**src/rtl/dram_seq_pkg.sv**
```systemverilog
package dram_seq_pkg;

  // bus cycle currently on the pins
  typedef enum logic [2:0] {
    PH_IDLE,  // nothing on the bus
    PH_PRE,   // precharge, row strobe high
    PH_ROW,   // row address strobed
    PH_COLA,  // column address setup
    PH_COLB,  // column strobe low, data strobe
    PH_EXT    // one-clock other-space access
  } phase_e;

  // what the multiplexed address bus carries
  typedef enum logic [1:0] {
    AS_NONE,
    AS_ROW,
    AS_COL,
    AS_FULL
  } addr_sel_e;

endpackage

```
**src/rtl/dram_addr_mux.sv**
```systemverilog
module dram_addr_mux
  import dram_seq_pkg::*;
#(
  parameter int ADDR_W  = 22,
  parameter int ROW_LSB = 9,
  parameter int ROW_W   = 10,
  parameter int COL_LSB = 1,
  parameter int COL_W   = 8
) (
  input  addr_sel_e         sel,
  input  logic [ADDR_W-1:0] addr,
  output logic [ADDR_W-1:0] bus
);

  localparam int ROW_TOP = ROW_LSB + ROW_W;
  localparam int COL_TOP = COL_LSB + COL_W;

  logic [ADDR_W-1:0] row_bus;
  logic [ADDR_W-1:0] col_bus;

  // place each field on the low bits of the bus, zeros above
  generate
    if (ROW_TOP <= ADDR_W && ROW_W < ADDR_W) begin : g_row
      assign row_bus = {{(ADDR_W-ROW_W){1'b0}}, addr[ROW_LSB +: ROW_W]};
    end else begin : g_row_full
      assign row_bus = addr;
    end
    if (COL_TOP <= ADDR_W && COL_W < ADDR_W) begin : g_col
      assign col_bus = {{(ADDR_W-COL_W){1'b0}}, addr[COL_LSB +: COL_W]};
    end else begin : g_col_full
      assign col_bus = addr;
    end
  endgenerate

  always_comb begin
    unique case (sel)
      AS_ROW:  bus = row_bus;
      AS_COL:  bus = col_bus;
      AS_FULL: bus = addr;
      default: bus = '0;
    endcase
  end

endmodule

```
**src/rtl/dram_row_ctrl.sv**
```systemverilog
module dram_row_ctrl
  import dram_seq_pkg::*;
#(
  parameter int ADDR_W  = 22,
  parameter int DATA_W  = 16,
  parameter int ROW_LSB = 9,
  parameter int ROW_W   = 10
) (
  input  logic              clk,
  input  logic              rst_n,
  input  logic              ras_mode,
  input  logic              req_valid,
  input  logic              req_dram,
  input  logic              req_write,
  input  logic [ADDR_W-1:0] req_addr,
  input  logic [DATA_W-1:0] req_wdata,
  output logic              req_ready,
  output phase_e            phase,
  output logic              row_open,
  output logic              cur_write,
  output logic [ADDR_W-1:0] cur_addr,
  output logic [DATA_W-1:0] cur_wdata
);

  phase_e             phase_q, phase_d;
  logic               open_q, open_d;
  logic [ROW_W-1:0]   orow_q, orow_d;
  logic               cwr_q, cwr_d;
  logic [ADDR_W-1:0]  cadr_q, cadr_d;
  logic [DATA_W-1:0]  cdat_q, cdat_d;

  logic [ROW_W-1:0]   req_row;
  logic               slot_free;
  logic               take;
  logic               row_hit;

  assign req_row   = req_addr[ROW_LSB +: ROW_W];
  assign slot_free = (phase_q == PH_IDLE) || (phase_q == PH_COLB) || (phase_q == PH_EXT);
  assign take      = req_valid && slot_free;
  assign row_hit   = open_q && (orow_q == req_row);

  always_comb begin
    phase_d = phase_q;
    open_d  = open_q;
    orow_d  = orow_q;
    cwr_d   = cwr_q;
    cadr_d  = cadr_q;
    cdat_d  = cdat_q;
    unique case (phase_q)
      PH_PRE: begin
        phase_d = PH_ROW;
        open_d  = 1'b1;
      end
      PH_ROW:  phase_d = PH_COLA;
      PH_COLA: phase_d = PH_COLB;
      default: begin
        if (take) begin
          cwr_d  = req_write;
          cadr_d = req_addr;
          cdat_d = req_wdata;
          if (req_dram) begin
            if (row_hit) begin
              phase_d = PH_COLA;
            end else begin
              phase_d = PH_PRE;
              open_d  = 1'b0;
              orow_d  = req_row;
            end
          end else begin
            phase_d = PH_EXT;
            if (!ras_mode) open_d = 1'b0;
          end
        end else begin
          phase_d = PH_IDLE;
          if (!ras_mode) open_d = 1'b0;
        end
      end
    endcase
  end

  always_ff @(posedge clk) begin
    if (!rst_n) begin
      phase_q <= PH_IDLE;
      open_q  <= 1'b0;
      orow_q  <= '0;
      cwr_q   <= 1'b0;
      cadr_q  <= '0;
      cdat_q  <= '0;
    end else begin
      phase_q <= phase_d;
      open_q  <= open_d;
      orow_q  <= orow_d;
      cwr_q   <= cwr_d;
      cadr_q  <= cadr_d;
      cdat_q  <= cdat_d;
    end
  end

  assign req_ready = slot_free;
  assign phase     = phase_q;
  assign row_open  = open_q;
  assign cur_write = cwr_q;
  assign cur_addr  = cadr_q;
  assign cur_wdata = cdat_q;

endmodule

```
**src/rtl/dram_pin_drive.sv**
```systemverilog
module dram_pin_drive
  import dram_seq_pkg::*;
#(
  parameter int ADDR_W  = 22,
  parameter int DATA_W  = 16,
  parameter int ROW_LSB = 9,
  parameter int ROW_W   = 10,
  parameter int COL_LSB = 1,
  parameter int COL_W   = 8
) (
  input  logic              clk,
  input  logic              rst_n,
  input  phase_e            phase,
  input  logic              row_open,
  input  logic              cur_write,
  input  logic [ADDR_W-1:0] cur_addr,
  input  logic [DATA_W-1:0] cur_wdata,
  input  logic [DATA_W-1:0] mem_dq_in,
  output logic [ADDR_W-1:0] mem_addr,
  output logic              mem_ras_n,
  output logic              mem_cas_n,
  output logic              mem_rd_n,
  output logic              mem_we_n,
  output logic              mem_ext_n,
  output logic [DATA_W-1:0] mem_dq_out,
  output logic              mem_dq_oe,
  output logic              rsp_valid,
  output logic [DATA_W-1:0] rsp_rdata
);

  addr_sel_e   sel;
  logic        strobe;
  logic        rv_q;
  logic [DATA_W-1:0] rd_q;

  always_comb begin
    unique case (phase)
      PH_PRE, PH_ROW:   sel = AS_ROW;
      PH_COLA, PH_COLB: sel = AS_COL;
      PH_EXT:           sel = AS_FULL;
      default:          sel = AS_NONE;
    endcase
  end

  dram_addr_mux #(
    .ADDR_W (ADDR_W),
    .ROW_LSB(ROW_LSB),
    .ROW_W  (ROW_W),
    .COL_LSB(COL_LSB),
    .COL_W  (COL_W)
  ) u_amux (
    .sel (sel),
    .addr(cur_addr),
    .bus (mem_addr)
  );

  assign strobe     = (phase == PH_COLB) || (phase == PH_EXT);
  assign mem_ras_n  = ~row_open;
  assign mem_cas_n  = (phase != PH_COLB);
  assign mem_ext_n  = (phase != PH_EXT);
  assign mem_rd_n   = ~(strobe && !cur_write);
  assign mem_we_n   = ~(strobe && cur_write);
  assign mem_dq_oe  = cur_write && ((phase == PH_COLA) || strobe);
  assign mem_dq_out = cur_wdata;

  // read data is captured at the end of the strobing clock
  always_ff @(posedge clk) begin
    if (!rst_n) begin
      rv_q <= 1'b0;
      rd_q <= '0;
    end else begin
      rv_q <= strobe && !cur_write;
      if (strobe && !cur_write) rd_q <= mem_dq_in;
    end
  end

  assign rsp_valid = rv_q;
  assign rsp_rdata = rd_q;

endmodule

```
**src/rtl/dram_burst_seq.sv**
```systemverilog
module dram_burst_seq
  import dram_seq_pkg::*;
#(
  parameter int ADDR_W  = 22,
  parameter int DATA_W  = 16,
  parameter int COL_LSB = 1,
  parameter int COL_W   = 8,
  parameter int ROW_LSB = COL_LSB + COL_W,
  parameter int ROW_W   = 10
) (
  input  logic              clk,
  input  logic              rst_n,
  input  logic              ras_mode,
  input  logic              req_valid,
  output logic              req_ready,
  input  logic              req_dram,
  input  logic              req_write,
  input  logic [ADDR_W-1:0] req_addr,
  input  logic [DATA_W-1:0] req_wdata,
  output logic              rsp_valid,
  output logic [DATA_W-1:0] rsp_rdata,
  output logic [ADDR_W-1:0] mem_addr,
  output logic              mem_ras_n,
  output logic              mem_cas_n,
  output logic              mem_rd_n,
  output logic              mem_we_n,
  output logic              mem_ext_n,
  output logic [DATA_W-1:0] mem_dq_out,
  output logic              mem_dq_oe,
  input  logic [DATA_W-1:0] mem_dq_in
);

  phase_e            phase;
  logic              row_open;
  logic              cur_write;
  logic [ADDR_W-1:0] cur_addr;
  logic [DATA_W-1:0] cur_wdata;

  dram_row_ctrl #(
    .ADDR_W (ADDR_W),
    .DATA_W (DATA_W),
    .ROW_LSB(ROW_LSB),
    .ROW_W  (ROW_W)
  ) u_ctrl (
    .clk      (clk),
    .rst_n    (rst_n),
    .ras_mode (ras_mode),
    .req_valid(req_valid),
    .req_dram (req_dram),
    .req_write(req_write),
    .req_addr (req_addr),
    .req_wdata(req_wdata),
    .req_ready(req_ready),
    .phase    (phase),
    .row_open (row_open),
    .cur_write(cur_write),
    .cur_addr (cur_addr),
    .cur_wdata(cur_wdata)
  );

  dram_pin_drive #(
    .ADDR_W (ADDR_W),
    .DATA_W (DATA_W),
    .ROW_LSB(ROW_LSB),
    .ROW_W  (ROW_W),
    .COL_LSB(COL_LSB),
    .COL_W  (COL_W)
  ) u_pins (
    .clk       (clk),
    .rst_n     (rst_n),
    .phase     (phase),
    .row_open  (row_open),
    .cur_write (cur_write),
    .cur_addr  (cur_addr),
    .cur_wdata (cur_wdata),
    .mem_dq_in (mem_dq_in),
    .mem_addr  (mem_addr),
    .mem_ras_n (mem_ras_n),
    .mem_cas_n (mem_cas_n),
    .mem_rd_n  (mem_rd_n),
    .mem_we_n  (mem_we_n),
    .mem_ext_n (mem_ext_n),
    .mem_dq_out(mem_dq_out),
    .mem_dq_oe (mem_dq_oe),
    .rsp_valid (rsp_valid),
    .rsp_rdata (rsp_rdata)
  );

endmodule

```
**config.mk**
```make
export PLATFORM = sky130hd
export DESIGN_NAME = dram_burst_seq
export DESIGN_NICKNAME = d
export VERILOG_FILES = /design/src/rtl/dram_seq_pkg.sv /design/src/rtl/dram_addr_mux.sv /design/src/rtl/dram_row_ctrl.sv /design/src/rtl/dram_pin_drive.sv /design/src/rtl/dram_burst_seq.sv
export SDC_FILE = /design/constraint.sdc
export NUM_CORES = 1
export LEC_CHECK = 0
export ABC_AREA = 1
export BUFFER_PORTS_ARGS = -buffer_cell sky130_fd_sc_hd__buf_4
export CAP_MARGIN = 0
export CORE_ASPECT_RATIO = 0.5
export CORE_MARGIN = 2
export CORE_UTILIZATION = 51
export CTS_CLUSTER_DIAMETER = 200
export DETAILED_ROUTE_END_ITERATION = 7
export HOLD_SLACK_MARGIN = 0.1
export PLACE_DENSITY_LB_ADDON = 0.2
export SKIP_LAST_GASP = 1
export SYNTH_ARGS = -nofsm -noshare
export SYNTH_HDL_FRONTEND = slang
export SYNTH_SLANG_ARGS = --single-unit
```
**constraint.sdc**
```tcl
create_clock -name clk -period 2.8 [get_ports clk]
set_input_delay 0 -clock clk [delete_from_list [all_inputs] [get_ports clk]]
set_output_delay 0 -clock clk [all_outputs]
set_load 0.03 [all_outputs]
```
Word-level counts from Yosys, hierarchy flattened
Index checks and enable logic that the tools add are counted.
Storage, ports and cells
  output and inout bits: 62
  flip-flop bits (word level): 70
  word-level logic and storage cells: 55
Operators by class
  eq/ne operators: 12
  mux-type cells: 11
  reductions and logical operators: 18
  bitwise gates (word level): 6
Operator list (count)
  22-bit one-hot mux with 3 select lines: 1
  10-bit equality test: 1
  3-bit one-hot mux with 3 select lines: 1
  3-bit by 2-bit equality test with 1-bit output, second input constant: 2
  3-bit equality test, second input constant: 2
  3-bit two-way mux: 2
  3-bit != test, second input constant: 2
  1-bit NOT: 6
  2-bit one-hot mux with 3 select lines: 1
  2-bit OR reduction: 3
  1-bit logical AND: 5
  2-bit equality test, second input constant: 2
  1-bit logical OR: 4
  1-bit two-way mux: 4
  4-bit != test, second input constant: 1
  2-bit AND reduction: 2
  4-bit AND reduction: 1
  3-bit by 1-bit equality test with 1-bit output, second input constant: 1
  3-bit logical NOT: 1
  3-bit OR reduction: 1
  2-bit by 1-bit equality test with 1-bit output, second input constant: 1
  2-bit two-way mux: 1
  1-bit one-hot mux with 2 select lines: 1
  1-bit logical NOT: 1

Logic depth before layout (Yosys ltp)
  depth after elaboration: 6
  mapped depth: 10
  mapped depth without buffers: 10

Modules after synthesis
From an unflattened synthesis, not the netlist that was laid out.
Unflattened totals
  cell total of the unflattened synthesis: 506
  area total of the unflattened synthesis: 3432.0 um^2
Modules (own cells, without submodules)
  dram_row_ctrl: sequential area each 1061.0 um^2, area each 2163.3 um^2, times used 1, cells each 298
  dram_pin_drive: sequential area each 340.3 um^2, area each 889.6 um^2, times used 1, cells each 136
  dram_addr_mux: sequential area each 0.0 um^2, area each 379.1 um^2, times used 1, cells each 72

Worst setup path after synthesis
Ideal clock, no wire load.
  path type: register -> output
  from: register u_ctrl.phase_q[0] (netlist: u_ctrl.phase[0])
  to: output mem_addr[0]
  stages on the path, launching flop included: 8
  arrival time: 1.580 ns
  setup slack: 1.220 ns
  cell sequence: dfxtp_1 -> inv_1 -> nor3_1 -> inv_1 -> nand2_1 -> inv_1 -> clkbuf_1 -> o21ai_0
On the way
  cells in the longest elaborated chain, start to end: 5
  elaborated cells between the ends (all ways): 12
  classes of those cells: 8 x eq/ne; 2 x mux; 2 x reduce/logical
RTL lines
  start, declared: line dram_row_ctrl.sv:25  | phase_e phase_q, phase_d;
  start signal, assigned: line dram_row_ctrl.sv:90  | phase_q <= phase_d;
  3-bit by 2-bit equality test with 1-bit output (tied with other cells): line dram_pin_drive.sv:37  | unique case (phase)
  2-bit OR reduction: line dram_pin_drive.sv:37
  2-bit one-hot mux with 3 select lines *: line dram_pin_drive.sv:37
  2-bit equality test / 2-bit by 1-bit equality test with 1-bit output (equally long branches): line dram_addr_mux.sv:36  | unique case (sel)
  22-bit one-hot mux with 3 select lines *: line dram_addr_mux.sv:36
  end, declared: line dram_burst_seq.sv:22  | output logic [ADDR_W-1:0] mem_addr,
Every way passes the cells marked *; elsewhere a longest branch is shown, timed or not.

Final worst setup path
  from: register u_ctrl.phase_q[2] (netlist: u_ctrl.phase[2])
  to: register u_ctrl.orow_q[0]
On the way
  cells in the longest elaborated chain, start to end: 5
  elaborated cells between the ends (all ways): 12
  classes of those cells: 5 x eq/ne; 1 x bitwise; 6 x reduce/logical
RTL lines
  3-bit equality test / 3-bit logical NOT (equally long branches): line dram_row_ctrl.sv:38  | assign slot_free = (phase_q == PH_IDLE) || (phase_q == PH_COLB) || (phase_q == PH_EXT);
  1-bit logical OR (2 in series): line dram_row_ctrl.sv:38
  1-bit logical AND: line dram_row_ctrl.sv:39  | assign take = req_valid && slot_free;
  4-bit AND reduction (no line) *
  end signal, assigned: line dram_row_ctrl.sv:92  | orow_q <= orow_d;
  end, declared: line dram_row_ctrl.sv:27  | logic [ROW_W-1:0] orow_q, orow_d;
Marked as above.
A chain may end at the register's enable or synchronous reset.

==> results.md <==
* Total global routing overflow at 0
* CP arrival at 2130 ps
* Number of vias after detailed routing at 3,369
* Number of clock buffers inserted by TritonCTS at 9
* Horiz. Die Dim at 111 microns
* Static leakage at 2.19 nW
* Largest buffer count on any clock path at 2
* Detailed-route vias per instance at 5.12
* Pins Over Slew Limit at 0
* Largest driver fanout on the critical path at 22
* Least-Margin Pin Slew at 475 ps
* Via count of the first global-routing pass at 3,243
* Total negative slack at 0 ps
* Area Overhead vs Synth at 59.6%
* Final std cell area, no fill at 4690 sq um
* Hold Vio Cnt, Final at 0
* Area of the die at 6420 sq um
* Synth area leaders: sky130_fd_sc_hd__dfxtp_1 48%, sky130_fd_sc_hd__nor2_1 13%, sky130_fd_sc_hd__o21ai_0 10%
* Number of clock sinks seen by CTS at 70
* I/O Pins at 122
* Violation count after the first detailed-route iteration at 278
* Number of nets in the layout at 641
* Flip-flop and latch area at 1400 sq um
* Average footprint of a synthesized cell at 7.15 sq um
* Distinct cell type count after synthesis at 27
* Number of cell rows at 19
* Post-layout min period at 1930 ps
* CP Class: register to register
* Final Setup Violations at 0
* Starting density of the core at 0.533
* N_diodes at 0
* Share of final-layout standard cells stronger than drive strength 1 at 0.246
* Period utilization at 0.691
* Cell area after placement at 3850 sq um
* Buffers added on ports at 121
* Status: complete, no violations
* GR Util All Layers at 0.298
* Placeable Area at 5520 sq um
* Total of max-cap violations at 0
* Total standard cell area after synthesis at 2940 sq um
* Drt first pass iters at 4
* Class of the most critical hold timing path: primary input to register
* Count of H-tree levels built during CTS at 3
* Routed length per placed instance at 14.2 microns
* Area share of the largest cell type after synthesis at 0.477
* Area of the multi-input gates at 1270 sq um
* Nets in the synthesized netlist at 471
* Worst setup EP type: register
* Number of instances resized during post-cts repair at 0
* Routability congestion estimate from global placement at 0.827
* Final setup skew at 3.89 ps
* Number of hold buffers added after cts at 57
* Unrepaired setup endpoints after global routing: no
* Buffer count from post-CTS setup fixing at 0
* Setup crit start kind: register
* Total Wirelength at 9370 microns
* Wire length of the first global-routing pass at 15,000 microns
* Maximum frequency from static timing analysis at 517 MHz
* Final Util at 0.851
* Worst-case hold slack at 114 ps
* #FFs+latches synth at 70
* Dominant cell type by area after synthesis: sky130_fd_sc_hd__dfxtp_1
* Post-synthesis sequential area ratio at 0.477
* CP Data Required Time at 2990 ps
* Clock latency at the later pin of the worst-skew pair at 330 ps
* Vert. Die Dim at 57.7 microns
* Setup WS pre-CTS at 950 ps
* Hold depth at 3
* Register-to-Register Path Depth at 7
* Number of antenna violations at the first check in global routing at 0
* Peak ir drop on the vdd network at 0.453 mV
* Clock transition at the registers of the reported paths at 50 ps
* DRC Markers at 0
* Fill cells at 322
* TritonCTS clock tree: yes
* DPL Wire Length at 5370 microns
* Largest net degree at the start of global routing at 57
* Synth warn at 0
* Count of antenna-violating nets left after detailed routing at 0
* Worst slew margin relative to its limit at 0.683
* Number of instances in the synthesized netlist at 411
* Fin worst setup slack at 865 ps
* Cell chosen for the clock root: sky130_fd_sc_hd__clkbuf_16
* Power per cell area at 607 nW/um^2
==> worst paths after layout <==
path | startpoint | endpoint | slack, ps
min | req_valid | u_ctrl.cur_addr[17] | 110
min reg2reg | u_ctrl.cur_addr[21] | u_ctrl.cur_addr[21] | 460
max reg2reg | u_ctrl.phase[2] | u_ctrl.orow_q[0] | 870
max | u_ctrl.phase[2] | u_ctrl.orow_q[0] | 870
==> cell usage after synthesis <==
library cell               count
sky130_fd_sc_hd__nor2_1      104
sky130_fd_sc_hd__dfxtp_1      70
sky130_fd_sc_hd__o21ai_0      59
sky130_fd_sc_hd__nand2_1      46
sky130_fd_sc_hd__inv_1        41
sky130_fd_sc_hd__a21oi_1      28
sky130_fd_sc_hd__clkbuf_1     13
sky130_fd_sc_hd__nand3_1      13
sky130_fd_sc_hd__a22oi_1       8
sky130_fd_sc_hd__o21ai_1       6
sky130_fd_sc_hd__buf_2         3
sky130_fd_sc_hd__inv_2         3
sky130_fd_sc_hd__buf_4         2
sky130_fd_sc_hd__nand2_4       2
sky130_fd_sc_hd__buf_1         1
sky130_fd_sc_hd__buf_6         1
sky130_fd_sc_hd__clkinv_1      1
sky130_fd_sc_hd__inv_4         1
sky130_fd_sc_hd__nand3_2       1
sky130_fd_sc_hd__nand3_4       1
sky130_fd_sc_hd__nand4_1       1
sky130_fd_sc_hd__nor2_4        1
sky130_fd_sc_hd__nor2_8        1
sky130_fd_sc_hd__nor3_1        1
sky130_fd_sc_hd__o21a_1        1
sky130_fd_sc_hd__o22ai_1       1
sky130_fd_sc_hd__xnor2_1       1
==> worst max-delay path, stage by stage (launching register included) <==
cell,delay [ps]
sky130_fd_sc_hd__dfxtp_1,440
sky130_fd_sc_hd__nand3_4,220
sky130_fd_sc_hd__nand2_4,130
sky130_fd_sc_hd__nand2_4,140
sky130_fd_sc_hd__nor2_4,300
sky130_fd_sc_hd__nand2_1,310
sky130_fd_sc_hd__nand2_1,180
sky130_fd_sc_hd__a21oi_1,80
==> cell families (layout without fill, tap and decap cells) <==
family / after synthesis / in the layout / share of synthesized area
flip-flops: 70 / 70 / 0.477
XOR/XNOR: 1 / 1 / 0.00298
AO/OA/AOI/OAI: 103 / 103 / 0.183
AND/OR/NAND/NOR: 171 / 171 / 0.245
buffers and inverters: 66 / 240 / 0.0915
==> report_power, final <==
part           internal [mW]  total, mW  leakage (nW)  switching (mW)
registers               1.09       1.15         0.576          0.0544
clock network          0.642       1.03         0.133           0.392
logic                  0.269      0.667          1.48           0.398
==> state kept, by name (all words and copies together), names as in the netlist <==
register,flops
u_ctrl.row_open,1
u_ctrl.phase,3
u_ctrl.cur_write,1
u_ctrl.cur_addr,22
u_ctrl.orow_q,10
u_pins.rsp_rdata,16
u_pins.rsp_valid,1
u_ctrl.cur_wdata,16
==> stage by stage <==
stage	total power, mW	instances
3_5_place_dp	1.75	586
2_1_floorplan	1.53	411
5_1_grt	2.97	658
6_report	2.85	658
3_3_place_gp	1.73	586
4_1_cts	2.84	658
==> layout make-up <==
class,count,area share
clock buffers,14,0.0563
flip-flops and latches,70,0.299
clock inverters,1,0.00107
repair buffers,179,0.317
multi-input cells,275,0.270
inverters,46,0.0373
well taps,73,0.0195
==> cell usage in the layout, fill, tap and decap left out, types with 2 or more instances in the layout <==
cell / n
sky130_fd_sc_hd__clkbuf_16: 9
sky130_fd_sc_hd__dlygate4sd3_1: 57
sky130_fd_sc_hd__dfxtp_1: 70
sky130_fd_sc_hd__nand3_1: 13
sky130_fd_sc_hd__nand2_1: 46
sky130_fd_sc_hd__buf_4: 122
sky130_fd_sc_hd__o21ai_1: 6
sky130_fd_sc_hd__a22oi_1: 8
sky130_fd_sc_hd__inv_2: 3
sky130_fd_sc_hd__o21ai_0: 59
sky130_fd_sc_hd__nand2_4: 2
sky130_fd_sc_hd__nor2_1: 104
sky130_fd_sc_hd__clkbuf_8: 2
sky130_fd_sc_hd__clkbuf_1: 3
sky130_fd_sc_hd__inv_1: 41
sky130_fd_sc_hd__a21oi_1: 28
==> metal layers <==
layer  track usage  part of all wire  vias to the layer above
met3        0.0743             0.068                       38
met4         0.173             0.040                        0
li1              -                 -                     1646
met5             0                 0                        -
met2         0.529              0.49                      143
met1         0.338              0.40                     1542
Note: power is estimated with default switching activity, not from simulation.
